`config.mk`:
```
export PLATFORM = sky130hd
export DESIGN_NAME = segCarryUnit
export DESIGN_NICKNAME = d
export VERILOG_FILES = /design/src/rtl/segCarryPkg.sv /design/src/rtl/segCarryCtrl.sv /design/src/rtl/segPtrPair.sv /design/src/rtl/segCarryPath.sv /design/src/rtl/segCarryUnit.sv
export SDC_FILE = /design/constraint.sdc
export NUM_CORES = 1
export LEC_CHECK = 0
export ABC_AREA = 1
export BUFFER_PORTS_ARGS = -buffer_cell sky130_fd_sc_hd__buf_2
export CORE_MARGIN = 5
export CORE_UTILIZATION = 44
export DETAILED_ROUTE_END_ITERATION = 10
export GPL_TIMING_DRIVEN = 1
export PLACE_DENSITY = 0.64
export SETUP_SLACK_MARGIN = 0.3
export SLEW_MARGIN = 20
export SYNTH_ARGS = -nofsm -noshare
export SYNTH_HDL_FRONTEND = slang
export SYNTH_SLANG_ARGS = --single-unit
export TNS_END_PERCENT = 50
```
`constraint.sdc`:
```
create_clock -name clk -period 3.4 [get_ports clk]
set_input_delay 0 -clock clk [delete_from_list [all_inputs] [get_ports clk]]
set_output_delay 0 -clock clk [all_outputs]
set_load 0.005 [all_outputs]
```
`src/rtl/segCarryPkg.sv`:
```
package segCarryPkg;
  localparam int PTR_W     = 8;
  localparam int REG_SEL_W = 3;
  localparam int NUM_PAIRS = 2;
  localparam int PAIR_CODE  = 0;
  localparam int PAIR_STACK = 1;

  typedef enum logic [2:0] {
    OP_NOP       = 3'd0,
    OP_IP_INC    = 3'd1,
    OP_SP_DEC    = 3'd2,
    OP_SP_INC    = 3'd3,
    OP_REL       = 3'd4,
    OP_CARRY_ON  = 3'd5,
    OP_CARRY_OFF = 3'd6,
    OP_RSVD      = 3'd7
  } opE;

  typedef struct packed {
    logic             upd;
    logic [PTR_W-1:0] delta;
    logic             carryEn;
  } pairStrobeT;
endpackage

```
`src/rtl/segCarryCtrl.sv`:
```
module segCarryCtrl
  import segCarryPkg::*;
(
  input  logic                             clk,
  input  logic                             rstN,
  input  logic                             cmdValid,
  input  logic [2:0]                       cmdOp,
  input  logic                             cmdSel,
  input  logic [REG_SEL_W-1:0]             regSel,
  input  logic [PTR_W-1:0]                 relImm,
  output pairStrobeT [NUM_PAIRS-1:0]       strobes,
  output logic [NUM_PAIRS-1:0]             carryMode
);
  localparam logic [PTR_W-1:0] ONE   = PTR_W'(1);
  localparam logic [PTR_W-1:0] MINUS = '1;

  opE op;
  assign op = opE'(cmdOp);

  logic setCmd, clrCmd;
  assign setCmd = cmdValid && (op == OP_CARRY_ON);
  assign clrCmd = cmdValid && (op == OP_CARRY_OFF);

  for (genvar i = 0; i < NUM_PAIRS; i++) begin : gMode
    always_ff @(posedge clk) begin
      if (!rstN)
        carryMode[i] <= 1'b0;
      else if (setCmd && (int'(cmdSel) == i))
        carryMode[i] <= 1'b1;
      else if (clrCmd && (int'(cmdSel) == i))
        carryMode[i] <= 1'b0;
    end

    // a flag moves only on a carry command that selects it
    a_r5_mode_hold: assert property (@(posedge clk) disable iff (!rstN)
      !((setCmd || clrCmd) && (int'(cmdSel) == i)) |=> $stable(carryMode[i]));
  end

  always_comb begin
    for (int i = 0; i < NUM_PAIRS; i++) begin
      strobes[i].upd     = 1'b0;
      strobes[i].delta   = '0;
      strobes[i].carryEn = carryMode[i];
    end
    if (cmdValid) begin
      unique case (op)
        OP_IP_INC: begin
          strobes[PAIR_CODE].upd   = 1'b1;
          strobes[PAIR_CODE].delta = ONE;
        end
        OP_SP_DEC: begin
          strobes[PAIR_STACK].upd   = 1'b1;
          strobes[PAIR_STACK].delta = MINUS;
        end
        OP_SP_INC: begin
          strobes[PAIR_STACK].upd   = 1'b1;
          strobes[PAIR_STACK].delta = ONE;
        end
        OP_REL: begin
          for (int i = 0; i < NUM_PAIRS; i++) begin
            if (int'(regSel) == i) begin
              strobes[i].upd   = 1'b1;
              strobes[i].delta = relImm;
            end
          end
        end
        default: ;
      endcase
    end
  end

  logic [NUM_PAIRS-1:0] updVec;
  always_comb
    for (int i = 0; i < NUM_PAIRS; i++) updVec[i] = strobes[i].upd;

  // never more than one pair written per clock
  a_r10_single_pair: assert property (@(posedge clk) disable iff (!rstN)
    $onehot0(updVec));
endmodule

```
`src/rtl/segPtrPair.sv`:
```
module segPtrPair
  import segCarryPkg::*;
(
  input  logic             clk,
  input  logic             rstN,
  input  pairStrobeT       strobe,
  output logic [PTR_W-1:0] seg,
  output logic [PTR_W-1:0] off
);
  localparam logic [PTR_W-1:0] ONE = PTR_W'(1);

  logic [PTR_W:0] sum;
  logic           negStep, carryOut, segInc, segDec;

  assign sum      = {1'b0, off} + {1'b0, strobe.delta};
  assign negStep  = strobe.delta[PTR_W-1];
  assign carryOut = sum[PTR_W];
  assign segInc   = strobe.carryEn && !negStep && carryOut;
  assign segDec   = strobe.carryEn && negStep && !carryOut;

  always_ff @(posedge clk) begin
    if (!rstN) begin
      off <= '0;
      seg <= '0;
    end else if (strobe.upd) begin
      off <= sum[PTR_W-1:0];
      if (segInc)      seg <= seg + ONE;
      else if (segDec) seg <= seg - ONE;
    end
  end

  // segment frozen while its carry mode is off
  a_r3_seg_frozen: assert property (@(posedge clk) disable iff (!rstN)
    (strobe.upd && !strobe.carryEn) |=> $stable(seg));

  // no update, no change
  a_r10_idle_hold: assert property (@(posedge clk) disable iff (!rstN)
    !strobe.upd |=> ($stable(seg) && $stable(off)));

  // unit step over the top edge carries into the segment
  a_r2_carry_up: assert property (@(posedge clk) disable iff (!rstN)
    (strobe.upd && strobe.carryEn && strobe.delta == ONE && off == '1)
      |=> (off == '0 && seg == PTR_W'($past(seg) + ONE)));

  // unit step under the bottom edge borrows from the segment
  a_r7_borrow_down: assert property (@(posedge clk) disable iff (!rstN)
    (strobe.upd && strobe.carryEn && strobe.delta == '1 && off == '0)
      |=> (off == '1 && seg == PTR_W'($past(seg) - ONE)));
endmodule

```
`src/rtl/segCarryPath.sv`:
```
module segCarryPath
  import segCarryPkg::*;
(
  input  logic                              clk,
  input  logic                              rstN,
  input  pairStrobeT [NUM_PAIRS-1:0]        strobes,
  input  logic [PTR_W-1:0]                  genIn,
  input  logic [PTR_W-1:0]                  relImm,
  output logic [NUM_PAIRS-1:0][PTR_W-1:0]   segs,
  output logic [NUM_PAIRS-1:0][PTR_W-1:0]   offs,
  output logic [PTR_W-1:0]                  genOut
);
  for (genvar i = 0; i < NUM_PAIRS; i++) begin : gPair
    segPtrPair uPair (
      .clk    (clk),
      .rstN   (rstN),
      .strobe (strobes[i]),
      .seg    (segs[i]),
      .off    (offs[i])
    );
  end

  assign genOut = genIn + relImm;
endmodule

```
`src/rtl/segCarryUnit.sv`:
```
module segCarryUnit
  import segCarryPkg::*;
(
  input  logic             clk,
  input  logic             rstN,
  input  logic             cmdValid,
  input  logic [2:0]       cmdOp,
  input  logic             cmdSel,
  input  logic [2:0]       regSel,
  input  logic [7:0]       relImm,
  input  logic [7:0]       genIn,
  output logic [7:0]       genOut,
  output logic [7:0]       codeSeg,
  output logic [7:0]       codeOff,
  output logic [7:0]       stackSeg,
  output logic [7:0]       stackOff,
  output logic             codeCarryOn,
  output logic             stackCarryOn
);
  pairStrobeT [NUM_PAIRS-1:0]      strobes;
  logic [NUM_PAIRS-1:0]            carryMode;
  logic [NUM_PAIRS-1:0][PTR_W-1:0] segs, offs;

  segCarryCtrl uCtrl (
    .clk       (clk),
    .rstN      (rstN),
    .cmdValid  (cmdValid),
    .cmdOp     (cmdOp),
    .cmdSel    (cmdSel),
    .regSel    (regSel),
    .relImm    (relImm),
    .strobes   (strobes),
    .carryMode (carryMode)
  );

  segCarryPath uPath (
    .clk     (clk),
    .rstN    (rstN),
    .strobes (strobes),
    .genIn   (genIn),
    .relImm  (relImm),
    .segs    (segs),
    .offs    (offs),
    .genOut  (genOut)
  );

  assign codeSeg      = segs[PAIR_CODE];
  assign codeOff      = offs[PAIR_CODE];
  assign stackSeg     = segs[PAIR_STACK];
  assign stackOff     = offs[PAIR_STACK];
  assign codeCarryOn  = carryMode[PAIR_CODE];
  assign stackCarryOn = carryMode[PAIR_STACK];

  // reset leaves everything at zero on the next edge
  a_r1_reset_zero: assert property (@(posedge clk)
    !rstN |=> (codeSeg == 0 && codeOff == 0 && stackSeg == 0 && stackOff == 0
               && !codeCarryOn && !stackCarryOn));
endmodule

```
==> results.cfg, run 1 <==
[drt]
met2_length_mm = 3.69
first_iter_violations = 97
ant_nets = 0
met1Wirelength_mm = 3.54
highest_layer = met4
via_count = 3017
first_pass_iters = 4
routedWlPerCell_um = 13.0
wl_mm = 7.67
avgViaCountPerCell = 5.12
drc = 0
wl_met3_um = 302

[clock_network]
cts_hold_buf = 0
clock_latency_ns = 0.29
path_clk_slew_ns = 0.08
cts-root-buf = clkbuf_8
clockBufferDepth = 2
h-tree-depth = 2
cts_tree = built
numClockSinks = 34
cts_made_buffers = 5

[power]
total_power_mw = 0.989
p_leak_nw = 1.93
power_frac_comb_pct = 18.4
seq_power_share_pct = 42.1
p_sw_share_pct = 27.1
p_per_area_nw_per_um2 = 271
p_int_mw = 0.721
ir_worst_vdd_uv = 112
clock_power_share_pct = 39.5
power_switching_mw = 0.268

[synthesis]
yosysUniqueCellTypes = 31
ys_ff_latch = 34
yosysSeqAreaShare_pct = 22.7
synth_edf_count = 0
ys_warn_count = 0
synth_area_um2 = 2990
synth_cells = 430
ys.flop_type = dfxtp_1
synthArstFlopShare_pct = 0
synth.avg_cell_area_um2 = 6.96
synth_fp_nets = 497

[grt]
antenna_found_initial = 0
overflow = 0
grt_first_pass_wirelength_mm = 12.5
gr-usage-all-layers_pct = 17.7
grt_start_max_net_pins = 29
grt_pass1_vias = 2809

[setup_path]
cp-endpoint = uPath.gPair[1].uPair.seg[7]$_SDFFE_PN0P_
rr_worst_depth = 17
startpoint = cmdOp[1]
end_kind = flop
rr_startpoint = uPath.gPair[0].uPair.off[0]$_SDFFE_PN0P_
worst_ep_required_time_ns = 3.59
reg2reg_slack_ns = 0.69
cp_slowest_stage_delay_ns = 0.23
start_kind = input pin
crit_type = in2reg
arrival_ns = 3.00
crit_path_max_fanout = 6
cpMostUsedCell = nand2_1
reg2reg_to = uPath.gPair[0].uPair.seg[7]$_SDFFE_PN0P_
slowest_stage = ha_4

[timing]
slew_violations = 0
worst_pin_slew_ns = 0.555
fmax_ghz = 0.355
finClkSkew_ns = 0.00857
finalCritPeriodShare_pct = 82.8
rsz0062_at_grt = yes
fin_crit_ns = 2.82
finalSetupViolCount = 0
relSlewSlack_pct = 63.0
hold_viol_final = 0

[job]
drv_cap = 0

[die]
die_h_um = 92.5
dieArea_um2 = 8550
floorplan.rows = 30
core-area_um2 = 6720
num_io_pins = 68
start_util_pct = 44.5
die_w_um = 92.5

[worst_hold_path]
hold_path_class = in2reg
hold_start = cmdSel

[layout]
areaGrowthSynthToFinish_pct = 22.2
diodes = 0
fin_util_pct = 54.4
layout-drive-gt1-share_pct = 21.8
nets = 576

[placed_design]
numPortBuffers = 67
post-dp-hpwl_mm = 6.01
gp_routability_congestion = 0.889

[outcome]
status = finished clean
-- worst min path at each step --
stage | to | cells past startpoint
final | uCtrl.carryMode[1]$_SDFFE_PN0P_ | 3
after global routing | uCtrl.carryMode[1]$_SDFFE_PN0P_ | 3
after CTS | uCtrl.carryMode[1]$_SDFFE_PN0P_ | 3
after detailed placement | uCtrl.carryMode[1]$_SDFFE_PN0P_ | 3
after global placement | genOut[0] | 3
after floorplan | genOut[0] | 1
-- stage by stage --
| stage | TNS (ns) | cells | hold slack, ns | instance area [um^2] | setup WS (ns) |
|---|---|---|---|---|---|
| 3_3_place_gp | 0 | 576 | 0.278 | 3420 | 0.00776 |
| 2_1_floorplan | 0 | 430 | 0.109 | 2990 | 0.506 |
| 5_1_grt | 0 | 589 | 0.0293 | 3660 | 0.322 |
| 3_5_place_dp | -0.0251 | 576 | 0.315 | 3420 | -0.0251 |
| 4_1_cts | 0 | 583 | 0.00182 | 3540 | 0.369 |
| 6_report | 0 | 589 | 0.00898 | 3660 | 0.584 |
-- worst max-delay path: cells and delay by family --
family / cells / cell delay [ns]
AND/OR/NAND/NOR: 16 / 1.49
adder cells (fa/ha/maj): 3 / 0.67
AO/OA/AOI/OAI: 3 / 0.46
buffers and inverters: 4 / 0.38
-- flip-flops by register name, indices dropped and copies added (netlist names) --
| name | cells |
|---|---|
| uCtrl.carryMode | 2 |
| uPath.gPair.uPair.off | 16 |
| uPath.gPair.uPair.seg | 16 |
-- logic make-up (layout without fill, tap and decap cells) --
family | count (synthesis) | in the layout | share of synthesized area, %
buf+inv | 66 | 144 | 9.24
simple gates | 168 | 169 | 24.4
fa+ha+maj | 41 | 41 | 18.4
compound gates | 94 | 94 | 17.3
xor+xnor | 27 | 27 | 7.90
flops | 34 | 34 | 22.7
-- cell type report --
cell class              instances  area (um^2)
clock inverters                 1         30.0
flip-flops and latches         34          681
well taps                      80          100
inverters                      60          230
repair buffers                 77          410
clock buffers                   6         82.6
fillers                       662         3060
multi-input cells             331         2120
-- Yosys cell counts, types with 2 or more instances --
master     n  area (um^2)
a21o_1     2         15.0
a21oi_1   46          230
a31oi_1    6         37.5
buf_4      2         15.0
buf_6      2         22.5
dfxtp_1   34          681
fa_1       5          100
ha_1      36          450
inv_1     57          214
inv_2      2         7.51
nand2_1   80          300
nand2_2    3         18.8
nand3_1   24          120
nand3_2    3         30.0
nand4_1    8         50.1
nor2_1    47          176
o211ai_1   2         15.0
o21ai_0   29          145
o21bai_1   5         37.5
xnor2_1   11         96.3
xor2_1    16          140
-- metal layers --
layer,GRT usage [%],vias up
li1,-,1572
met2,30.8,61
met3,2.84,12
met5,0,-
met4,5.82,0
met1,22.2,1372
-- layout by cell type, fill, tap and decap left out, types with 8 or more instances in the layout --
cell type	count
o21ai_0	29
inv_1	56
xnor2_1	11
a21oi_1	44
buf_2	67
ha_1	32
nor2_1	47
dfxtp_1	34
nand4_1	8
nand2_1	77
buf_4	10
nand3_1	24
xor2_1	16
-- timing repair --
action	in CTS	in global routing
resized for setup	1	15
cloned	0	1
setup endpoints to repair	1	4
pin swaps	0	3
setup buffers	0	5
-- power groups by stage --
stage          Sequential (mW)  Combinational, mW  Clock (mW)
2_1_floorplan            0.425              0.107           0
3_3_place_gp             0.426              0.175           0
3_5_place_dp             0.426              0.179           0
4_1_cts                  0.417              0.180       0.410
5_1_grt                  0.419              0.204       0.420
6_report                 0.417              0.182       0.391
Power figures use the tool's default switching activity.
==> run 2: changes to the inputs <==
PLACE_DENSITY = 0.67   (was 0.64)
clock period = 2.4 ns   (was 3.4 ns; I/O delays follow)
==> results.cfg, run 2 (synthesis results as in run 1) <==
[setup_path]
rr_startpoint = uPath.gPair[0].uPair.off[5]$_SDFFE_PN0P_
cp_slowest_stage_delay_ns = 0.28
worst_ep_required_time_ns = 2.59
crit_type = in2reg
slowest_stage = ha_4
rr_worst_depth = 17
cpMostUsedCell = nand2_1
cp.depth = 25
reg2reg_to = uPath.gPair[0].uPair.seg[6]$_SDFFE_PN0P_
reg2reg_slack_ns = -0.10
worst-path-buf-inv = 8
critical-path-top-delay-family = simple AND/OR/NAND/NOR gates
arrival_ns = 2.76
crit_path_max_fanout = 8
end_kind = flop
start_kind = input pin

[layout]
areaGrowthSynthToFinish_pct = 56.9
layout-drive-gt1-share_pct = 42.3
layout_commonest_cell = buf_4
fin_util_pct = 69.9
fillers = 521
register_area_um2 = 681
diodes = 0
layout_common_cells = 72 x buf_4, 62 x nand2_1, 61 x buf_2, 45 x inv_1, 42 x nor2_1
multi_input_area_um2 = 2500
reg.largest.list = uPath.gPair.uPair.off: 16 flops, uPath.gPair.uPair.seg: 16 flops, uCtrl.carryMode: 2 flops
final_cell_area_um2 = 4700
nets = 647

[outcome]
violations = setup timing
status = finished with violations

[grt]
grt_pass1_vias = 3308
global_route.usage.met1_pct = 23.3
gr-usage-all-layers_pct = 20.6
overflow = 0
grt-busiest-layer = met2
grtUsageMet3_pct = 3.41
grt_first_pass_wirelength_mm = 14.5
global_route.usage.met2_pct = 38.2
grt_start_max_net_pins = 29
antenna_found_initial = 0

[timing]
relSlewSlack_pct = 65.3
fin_crit_ns = 2.57
worst_pin_slew_ns = 0.521
finClkSkew_ns = 0.0150
setup_tns_ns = -0.695
slew_violations = 0
finalCritPeriodShare_pct = 107
finalWorstSetupSlack_ns = -0.172
finalSetupViolCount = 9
fmax_ghz = 0.389
hold_viol_final = 0
rsz0062_at_grt = yes

[clock_network]
numClockSinks = 34
cts_hold_buf = 0
path_clk_slew_ns = 0.08
h-tree-depth = 2
cts_made_buffers = 5
cts_tree = built
cts-root-buf = clkbuf_8
clock_latency_ns = 0.30
clockBufferDepth = 2

[drt]
wl_mm = 8.98
first_iter_violations = 90
first_pass_iters = 4
avgViaCountPerCell = 5.11
routedWlPerCell_um = 13.6
drc = 0
via_count = 3376
ant_nets = 0

[placed_design]
preCtsSetupSlack_ns = -0.547
numPortBuffers = 67
gp_routability_congestion = 0.831
post-dp-hpwl_mm = 6.53
place_area_um2 = 4130

[worst_hold_path]
hold_start = cmdSel
hold_depth = 3
hold_path_class = in2reg
min_to = uCtrl.carryMode[1]$_SDFFE_PN0P_

[die]
die_w_um = 92.5
core-area_um2 = 6720
floorplan.rows = 30
start_util_pct = 44.5
dieArea_um2 = 8550
num_io_pins = 68
die_h_um = 92.5

[power]
p_per_area_nw_per_um2 = 297
p_leak_nw = 2.38
ir_worst_vdd_uv = 216

[job]
drv_cap = 0
==> run 2: where the power goes <==
part	internal, mW	switching (mW)
combinational	0.165	0.177
clock	0.232	0.232
sequential	0.578	0.0123
total	0.975	0.422
==> run 2: what timing repair did <==
item	4_1_cts	5_1_grt
gates cloned	1	0
buffers inserted	9	10
setup endpoints to repair	15	16
pin swaps	30	46
resized for setup	33	40
==> run 2: cell type report <==
class                      instances  share of cell area (%)
sequential                        34                    14.5
multi-input combinational        331                    53.2
clock inverter                     1                   0.107
timing repair buffer             148                    22.2
tap                               80                    2.13
clock buffer                       7                    1.84
inverter                          60                    6.05
==> run 2: routing by layer <==
layer	wire, um	share of wire, %	vias up
met3	249	2.8	20
li1	-	-	1725
met2	4780	53	56
met5	0	0	-
met4	204	2.3	0
met1	3740	42	1575
==> run 2: worst max path at each step <==
stage	start	to	slack, ns
after CTS	regSel[1]	uPath.gPair[0].uPair.seg[7]$_SDFFE_PN0P_	-0.12
final	regSel[1]	uPath.gPair[0].uPair.seg[6]$_SDFFE_PN0P_	-0.17
after global placement	cmdOp[1]	uPath.gPair[1].uPair.seg[7]$_SDFFE_PN0P_	-0.44
after global routing	uPath.gPair[1].uPair.off[5]$_SDFFE_PN0P_	uPath.gPair[1].uPair.seg[7]$_SDFFE_PN0P_	-0.29
after detailed placement	cmdOp[0]	uPath.gPair[0].uPair.seg[7]$_SDFFE_PN0P_	-0.55
after floorplan	cmdValid	uPath.gPair[0].uPair.seg[7]$_SDFFE_PN0P_	-0.19
==> run 2: tightest hold or removal path: stages <==
cell and delay (ns):
buf_2 0.12, nand4_1 0.08, a21oi_1 0.06
==> run 2: metrics by stage <==
| step | power, mW | hold WS (ns) | std cells |
|---|---|---|---|
| after floorplan | 0.769 | 0.109 | 430 |
| after global placement | 0.913 | 0.277 | 633 |
| after detailed placement | 0.920 | 0.275 | 633 |
| after CTS | 1.40 | 0.00819 | 651 |
| after global routing | 1.47 | 0.0260 | 661 |
| final | 1.40 | 0.0149 | 661 |
